--- config.mk ---
export PLATFORM = sky130hd
export DESIGN_NAME = mixmod_phase_acc
export DESIGN_NICKNAME = d
export VERILOG_FILES = /design/src/rtl/pacc_pkg.sv /design/src/rtl/pacc_bin_stage.sv /design/src/rtl/pacc_mod_stage.sv /design/src/rtl/pacc_inc_reg.sv /design/src/rtl/mixmod_phase_acc.sv
export SDC_FILE = /design/constraint.sdc
export NUM_CORES = 1
export LEC_CHECK = 0
export ABC_AREA = 1
export BUFFER_PORTS_ARGS = -buffer_cell sky130_fd_sc_hd__buf_2
export CORE_UTILIZATION = 57
export CTS_CLUSTER_DIAMETER = 80
export CTS_CLUSTER_SIZE = 25
export DETAILED_ROUTE_END_ITERATION = 7
export PLACE_DENSITY = 0.79
export SETUP_SLACK_MARGIN = 0.4
export SLEW_MARGIN = 30
export SYNTH_ARGS = -nofsm -noshare
export SYNTH_HDL_FRONTEND = slang
export SYNTH_HIERARCHICAL = 1
export SYNTH_SLANG_ARGS = --single-unit
--- constraint.sdc ---
create_clock -name clk -period 13.4 [get_ports clk]
set_input_delay 0.67 -clock clk [delete_from_list [all_inputs] [get_ports clk]]
set_output_delay 0.67 -clock clk [all_outputs]
set_load 0.01 [all_outputs]
--- src/rtl/pacc_pkg.sv ---
`timescale 1ns/1ps
package pacc_pkg;

    localparam int QUAD_W = 2;

    // bit 1: sign half, bit 0: slope within the half
    typedef enum logic [QUAD_W-1:0] {
        Q_POS_RISE = 2'd0,
        Q_POS_FALL = 2'd1,
        Q_NEG_FALL = 2'd2,
        Q_NEG_RISE = 2'd3
    } quad_e;

    // carries rippling up the three sections in one clock
    typedef struct packed {
        logic frac_c;
        logic mid_c;
        logic top_c;
    } carry_t;

    function automatic bit is_pow2(input int v);
        return (v > 0) && ((v & (v - 1)) == 0);
    endfunction

endpackage

--- src/rtl/pacc_bin_stage.sv ---
`timescale 1ns/1ps
// Plain binary phase section with carry in and carry out.
module pacc_bin_stage #(
    parameter int W = 8
) (
    input  logic         clk,
    input  logic         rst,
    input  logic [W-1:0] inc_i,
    input  logic         cin_i,
    output logic [W-1:0] val_o,
    output logic         cout_o
);
    logic [W:0] sum;

    always_comb begin
        sum    = {1'b0, val_o} + {1'b0, inc_i} + {{W{1'b0}}, cin_i};
        cout_o = sum[W];
    end

    always_ff @(posedge clk) begin
        if (rst) val_o <= '0;
        else     val_o <= sum[W-1:0];
    end
endmodule

--- src/rtl/pacc_mod_stage.sv ---
`timescale 1ns/1ps
// Phase section counting modulo MOD; a power-of-two modulus needs no compare.
module pacc_mod_stage #(
    parameter int MOD = 1000,
    parameter int W   = $clog2(MOD)
) (
    input  logic         clk,
    input  logic         rst,
    input  logic [W-1:0] inc_i,
    input  logic         cin_i,
    output logic [W-1:0] val_o,
    output logic         cout_o
);
    localparam bit         POW2  = pacc_pkg::is_pow2(MOD);
    localparam logic [W:0] MOD_V = (W+1)'(MOD);

    logic [W:0]   raw;
    logic [W-1:0] nxt;

    always_comb raw = {1'b0, val_o} + {1'b0, inc_i} + {{W{1'b0}}, cin_i};

    generate
        if (POW2) begin : g_bin
            always_comb begin
                nxt    = raw[W-1:0];
                cout_o = raw[W];
            end
        end else begin : g_mod
            logic [W:0] red;
            always_comb begin
                red    = raw - MOD_V;
                cout_o = (raw >= MOD_V);
                nxt    = cout_o ? red[W-1:0] : raw[W-1:0];
            end
        end
    endgenerate

    always_ff @(posedge clk) begin
        if (rst) val_o <= '0;
        else     val_o <= nxt;
    end
endmodule

--- src/rtl/pacc_inc_reg.sv ---
`timescale 1ns/1ps
// Holds the active increment; rejects a step field outside the modulus.
module pacc_inc_reg #(
    parameter int FRAC_W = 8,
    parameter int MOD    = 1000,
    parameter int MID_W  = $clog2(MOD)
) (
    input  logic              clk,
    input  logic              rst,
    input  logic              load_i,
    input  logic [1:0]        top_i,
    input  logic [MID_W-1:0]  mid_i,
    input  logic [FRAC_W-1:0] frac_i,
    output logic [1:0]        top_o,
    output logic [MID_W-1:0]  mid_o,
    output logic [FRAC_W-1:0] frac_o,
    output logic              err_o
);
    localparam logic [MID_W:0] MOD_V = (MID_W+1)'(MOD);

    logic legal;
    always_comb legal = ({1'b0, mid_i} < MOD_V);

    always_ff @(posedge clk) begin
        if (rst) begin
            top_o  <= '0;
            mid_o  <= '0;
            frac_o <= '0;
            err_o  <= 1'b0;
        end else begin
            err_o <= load_i && !legal;
            if (load_i && legal) begin
                top_o  <= top_i;
                mid_o  <= mid_i;
                frac_o <= frac_i;
            end
        end
    end
endmodule

--- src/rtl/mixmod_phase_acc.sv ---
`timescale 1ns/1ps
module mixmod_phase_acc #(
    parameter  int FRAC_W  = 8,
    parameter  int MID_MOD = 1000,
    localparam int MID_W   = $clog2(MID_MOD)
) (
    input  logic              clk,
    input  logic              rst,
    input  logic              load_i,
    input  logic [1:0]        inc_top_i,
    input  logic [MID_W-1:0]  inc_mid_i,
    input  logic [FRAC_W-1:0] inc_frac_i,
    output logic [1:0]        quad_o,
    output logic [MID_W-1:0]  mid_idx_o,
    output logic              wrap_o,
    output logic              load_err_o
);
    import pacc_pkg::*;

    logic [1:0]        act_top;
    logic [MID_W-1:0]  act_mid;
    logic [FRAC_W-1:0] act_frac;
    logic [FRAC_W-1:0] frac_val;
    logic [QUAD_W-1:0] top_val;
    carry_t            cy;
    quad_e             quad_q;
    logic              wrap_q;

    pacc_inc_reg #(.FRAC_W(FRAC_W), .MOD(MID_MOD), .MID_W(MID_W)) u_inc (
        .clk(clk), .rst(rst), .load_i(load_i),
        .top_i(inc_top_i), .mid_i(inc_mid_i), .frac_i(inc_frac_i),
        .top_o(act_top), .mid_o(act_mid), .frac_o(act_frac),
        .err_o(load_err_o)
    );

    pacc_bin_stage #(.W(FRAC_W)) u_frac (
        .clk(clk), .rst(rst), .inc_i(act_frac), .cin_i(1'b0),
        .val_o(frac_val), .cout_o(cy.frac_c)
    );

    pacc_mod_stage #(.MOD(MID_MOD), .W(MID_W)) u_mid (
        .clk(clk), .rst(rst), .inc_i(act_mid), .cin_i(cy.frac_c),
        .val_o(mid_idx_o), .cout_o(cy.mid_c)
    );

    pacc_bin_stage #(.W(QUAD_W)) u_top (
        .clk(clk), .rst(rst), .inc_i(act_top), .cin_i(cy.mid_c),
        .val_o(top_val), .cout_o(cy.top_c)
    );

    always_ff @(posedge clk) begin
        if (rst) wrap_q <= 1'b0;
        else     wrap_q <= cy.top_c;
    end

    always_comb begin
        quad_q = quad_e'(top_val);
        quad_o = quad_q;
        wrap_o = wrap_q;
    end
endmodule

* After elaboration in Yosys (flattened, before gate mapping) *
Index checks and enable logic that the tools add are counted.

operators by class
  add/subtract/negate cells = 6
  order comparisons = 2
  mux-type cells = 1
  reductions and logical operators = 3

operator list
  kind                                                                     count
  10-bit by 10-bit adder with 11-bit output                                1
  11-bit by 1-bit adder with 11-bit output                                 1
  11-bit by 10-bit >= comparator with 1-bit output, second input constant  1
  10-bit < comparator, second input constant                               1
  10-bit 2-to-1 mux                                                        1
  10-bit subtractor, second input constant                                 1
  8-bit by 8-bit adder with 9-bit output                                   1
  2-bit by 2-bit adder with 3-bit output                                   1
  3-bit by 1-bit adder with 3-bit output                                   1
  1-bit logical AND                                                        2
  1-bit zero test                                                          1

word-level totals
  register bits after elaboration = 42
  bits of input ports = 23
  output and inout bits = 14
  word-level logic and storage cells = 20

* Longest topological paths before layout *
  depth after elaboration = 4
  depth in mapped cells = 26
  depth with buffers taken out = 26

* Modules after synthesis *
The synthesis kept the hierarchy.

by module, submodules not included
  module                    times used  cells an instance  area an instance (um^2)  sequential area each (um^2)
  pacc_mod_stage            1           157                1057.3                   200.2
  pacc_inc_reg              1           138                1021.0                   420.4
  pacc_bin_stage at u_frac  1           81                 558.0                    160.2
  pacc_bin_stage at u_top   1           12                 110.1                    40.0
  mixmod_phase_acc          1           4                  33.8                     20.0

* Least setup slack after synthesis *
No wires, ideal clock.

  path kind = register -> register
  start = reg u_inc.frac_o[0]
  end = reg u_top.val_o[1]
  library setup time = 0.111 ns
  arrival time = 4.428 ns
  setup slack = 8.861 ns
  stages on the path, launching flop included = 25
  buffers on the path = 0
  path through = dfxtp_1 -> fa_1 -> fa_1 -> nand2_1 -> nand2_1 -> nand3_1 -> nand2_1 -> nand2_1 -> a21oi_1 -> fa_1 -> fa_1 -> nand2_1 -> nand2_1 -> nand2_1 -> xor2_1 -> ha_1 -> inv_1 -> nand3_2 -> nor2_1 -> nand2_2 -> nand3_4 -> inv_1 -> fa_1 -> fa_1 -> nor2_1

RTL lines
  item                      RTL line              RTL
  start: declaration        pacc_inc_reg.sv:16    output logic [FRAC_W-1:0] frac_o,
  start signal: assignment  pacc_inc_reg.sv:35    frac_o <= frac_i;
  end signal: assignment    pacc_bin_stage.sv:22  else val_o <= sum[W-1:0];
  end: declaration          pacc_bin_stage.sv:10  output logic [W-1:0] val_o,

==> flow_metrics.py <==
metrics = {
    "timing": {
        "whs_ns": 0.474,
        "relSlewSlack": 0.405,
        "finalSetupTns_ns": 0,
        "finalCritPeriodShare": 0.368,
        "timing.final.ws_setup_ns": 8.47,
        "setup_viol": 0,
        "rsz0062_at_grt": "no",
        "max_freq_mhz": 203,
        "worst_slew_pin_slew_ns": 0.889,
        "drv_slew": 0,
        "fin_crit_ns": 4.93,
        "timing_hold_violations_final": 0,
        "final.setup_skew_ns": 0.00784,
    },
    "synthesis": {
        "yosys_warnings": 6,
        "avgSynthCellArea_um2": 7.09,
        "syn_nets": 438,
        "seq_area_frac_synth": 0.302,
        "synth_top_family_by_area": "simple AND/OR/NAND/NOR gates",
        "synth_fa_ha_area_frac": 0.120,
        "synthSimpleGateAreaFrac": 0.337,
        "synthesis.instances": 392,
        "netlist_area_um2": 2780,
        "ys_ff_latch": 42,
        "synth.distinct_cells": 31,
        "synth-compound-area-share": 0.110,
        "synth-xor-area-share": 0.0158,
        "muxShareOfSynthArea": 0,
    },
    "route": {
        "drc": 0,
        "drt_pre_antenna_iters": 5,
        "ant_nets": 0,
        "routed_wl_um": 5650,
        "routed-via-count": 2402,
        "wl_per_cell_um": 11.5,
        "via_per_inst": 4.88,
        "drt_iter0_drc": 163,
    },
    "global_routing": {
        "grt_pass1_wl_um": 9700,
        "antenna_found_initial": 0,
        "grt_pass1_vias": 2296,
        "grt_max_degree": 39,
        "track_usage": 0.238,
        "grt.overflow.total": 0,
    },
    "power": {
        "max-vdd-ir-drop_v": 0.0000644,
        "p_leak_nw": 1.63,
        "p_per_area_nw_per_um2": 127,
    },
    "setup_path": {
        "required_ns": 13.57,
        "critical_path_arrival_ns": 5.10,
        "worstSetupPathType": "flip-flop to flip-flop",
        "end_kind": "flip-flop",
        "start_kind": "flip-flop",
        "critPathMaxFanout": 9,
    },
    "placement": {
        "dp_worst_setup_slack_ns": 8.48,
        "dp_hpwl_um": 4300,
        "port_buffers": 36,
        "dp.cells": 484,
        "place_congestion": 0.846,
        "place_area_um2": 2970,
    },
    "final_layout": {
        "finish.instance_area_um2": 3060,
        "n_antenna_cell": 0,
        "final_net_count": 470,
        "final_cells": 492,
        "nFillCells": 444,
        "syn_to_final_growth_pct": 9.95,
        "drive_above_1_share": 0.219,
    },
    "clocking": {
        "cts.sink_count": 42,
        "postCtsSetupRepairBufs": 0,
        "ctsHoldBuffers": 0,
        "clk_pin_slew_ns": 0.08,
        "cts_inserted_buffers": 5,
        "post_cts_resized": 0,
        "clockBufferDepth": 2,
        "clockRootBuffer": "clkbuf_8",
        "cts_tree": "yes",
        "htreeDepth": 2,
        "insertion_delay_ns": 0.29,
    },
    "hold_path": {
        "hp-class": "flip-flop to flip-flop",
    },
    "outcome": {
        "outcome": "complete, no violations",
    },
    "floorplanning": {
        "core-area_um2": 4720,
        "die_area_um2": 5160,
        "die_h_um": 71.8,
        "initial_core_util": 0.589,
        "rows": 25,
        "dieWidth_um": 71.8,
        "io_pins": 37,
    },
    "run": {
        "drv_cap": 0,
    },
}
layout make-up:
type	count	area, um^2	share of cell area
multi-input cells	274	1620	0.530
flip-flops and latches	42	841	0.275
inverters	65	244	0.0798
repair buffers	36	180	0.0589
well taps	67	83.8	0.0274
clock buffers	6	72.6	0.0237
clock inverters	2	13.8	0.00450
critical path, cell delays in order, from the launching register on:
cell     delay [ns]
dfxtp_1        0.35
fa_1           0.47
fa_1           0.40
nand2_1        0.10
nand2_1        0.07
nand3_1        0.06
nand2_1        0.07
nand2_1        0.08
a21oi_1        0.09
fa_1           0.47
fa_1           0.42
nand2_1        0.07
nand2_1        0.09
nand2_1        0.08
xor2_1         0.11
ha_1           0.21
inv_1          0.09
nand3_2        0.11
nor2_1         0.13
nand2_2        0.13
nand3_4        0.17
inv_1          0.07
fa_1           0.41
fa_1           0.49
nor2_1         0.05
cell families after synthesis:
family / count (synthesis)
flip-flops: 42
AO/OA/AOI/OAI: 38
adder cells (fa/ha/maj): 23
buffers and inverters: 76
other: 1
XOR/XNOR: 5
AND/OR/NAND/NOR: 207
per-layer routing:
metal | track usage | vias up | wire length, um
li1 | - | 1284 | -
met2 | 0.415 | 47 | 2600
met1 | 0.306 | 1067 | 2750
met5 | 0 | - | 0
met4 | 0.0566 | 0 | 33
met3 | 0.0408 | 4 | 261
state kept, by name, summed over array words and instances (netlist names):
signal,count
u_frac/val_o,8
u_inc/err_o,1
u_inc/frac_o,8
u_inc/mid_o,10
u_inc/top_o,2
u_mid/val_o,10
u_top/val_o,2
wrap_o,1
power by group:
part,total [mW],switching (mW),internal (mW)
Sequential,0.153,0.0107,0.142
Clock,0.0810,0.0442,0.0368
Combinational,0.154,0.0942,0.0596
path summary, 6_finish.rpt:
path                                     start                     endpoint  slack, ns  depth (start not counted)
setup / recovery  u_inc/frac_o[0]$_SDFFE_PP0P_    u_top/val_o[1]$_SDFF_PP0_       8.47                         24
hold / removal     u_inc/mid_o[7]$_SDFFE_PP0P_  u_inc/mid_o[7]$_SDFFE_PP0P_       0.47                          2
setup reg to reg  u_inc/frac_o[0]$_SDFFE_PP0P_    u_top/val_o[1]$_SDFF_PP0_       8.47                         24
hold reg to reg    u_inc/mid_o[7]$_SDFFE_PP0P_  u_inc/mid_o[7]$_SDFFE_PP0P_       0.47                          2
through the flow:
stage,utilization,power (mW)
final,0.647,0.388
after global routing,0.647,0.417
after CTS,0.647,0.390
after detailed placement,0.629,0.308
after global placement,0.629,0.305
after floorplan,-,0.272
cells in the mapped netlist, drive strengths merged:
master | count | area share
nand2 | 95 | 0.14
inv | 64 | 0.086
nor2 | 60 | 0.085
dfxtp | 42 | 0.30
nand3 | 36 | 0.073
a21oi | 35 | 0.10
ha | 17 | 0.077
buf | 7 | 0.021
nand4 | 7 | 0.016
fa | 6 | 0.043
xor2 | 5 | 0.016
clkbuf | 4 | 0.0054
and2 | 3 | 0.0077
nor3 | 3 | 0.0072
nand3b | 2 | 0.0054
o21ai | 2 | 0.0036
clkinv | 1 | 0.0013
conb | 1 | 0.0013
o21bai | 1 | 0.0027
or2 | 1 | 0.0032
cells in the final DEF, fill, tap and decap left out, drive strengths merged, types with 2 or more instances in the layout:
master / synthesis / routed
nand4: 7 / 7
nor3: 3 / 3
a21oi: 35 / 35
nand3b: 2 / 2
fa: 6 / 6
nor2: 60 / 60
o21ai: 2 / 2
xor2: 5 / 5
dfxtp: 42 / 42
and2: 3 / 3
clkinv: 1 / 3
nand2: 95 / 95
inv: 64 / 64
buf: 7 / 36
ha: 17 / 17
clkbuf: 4 / 6
nand3: 36 / 36
No activity file was read; power rests on OpenSTA's default activity.
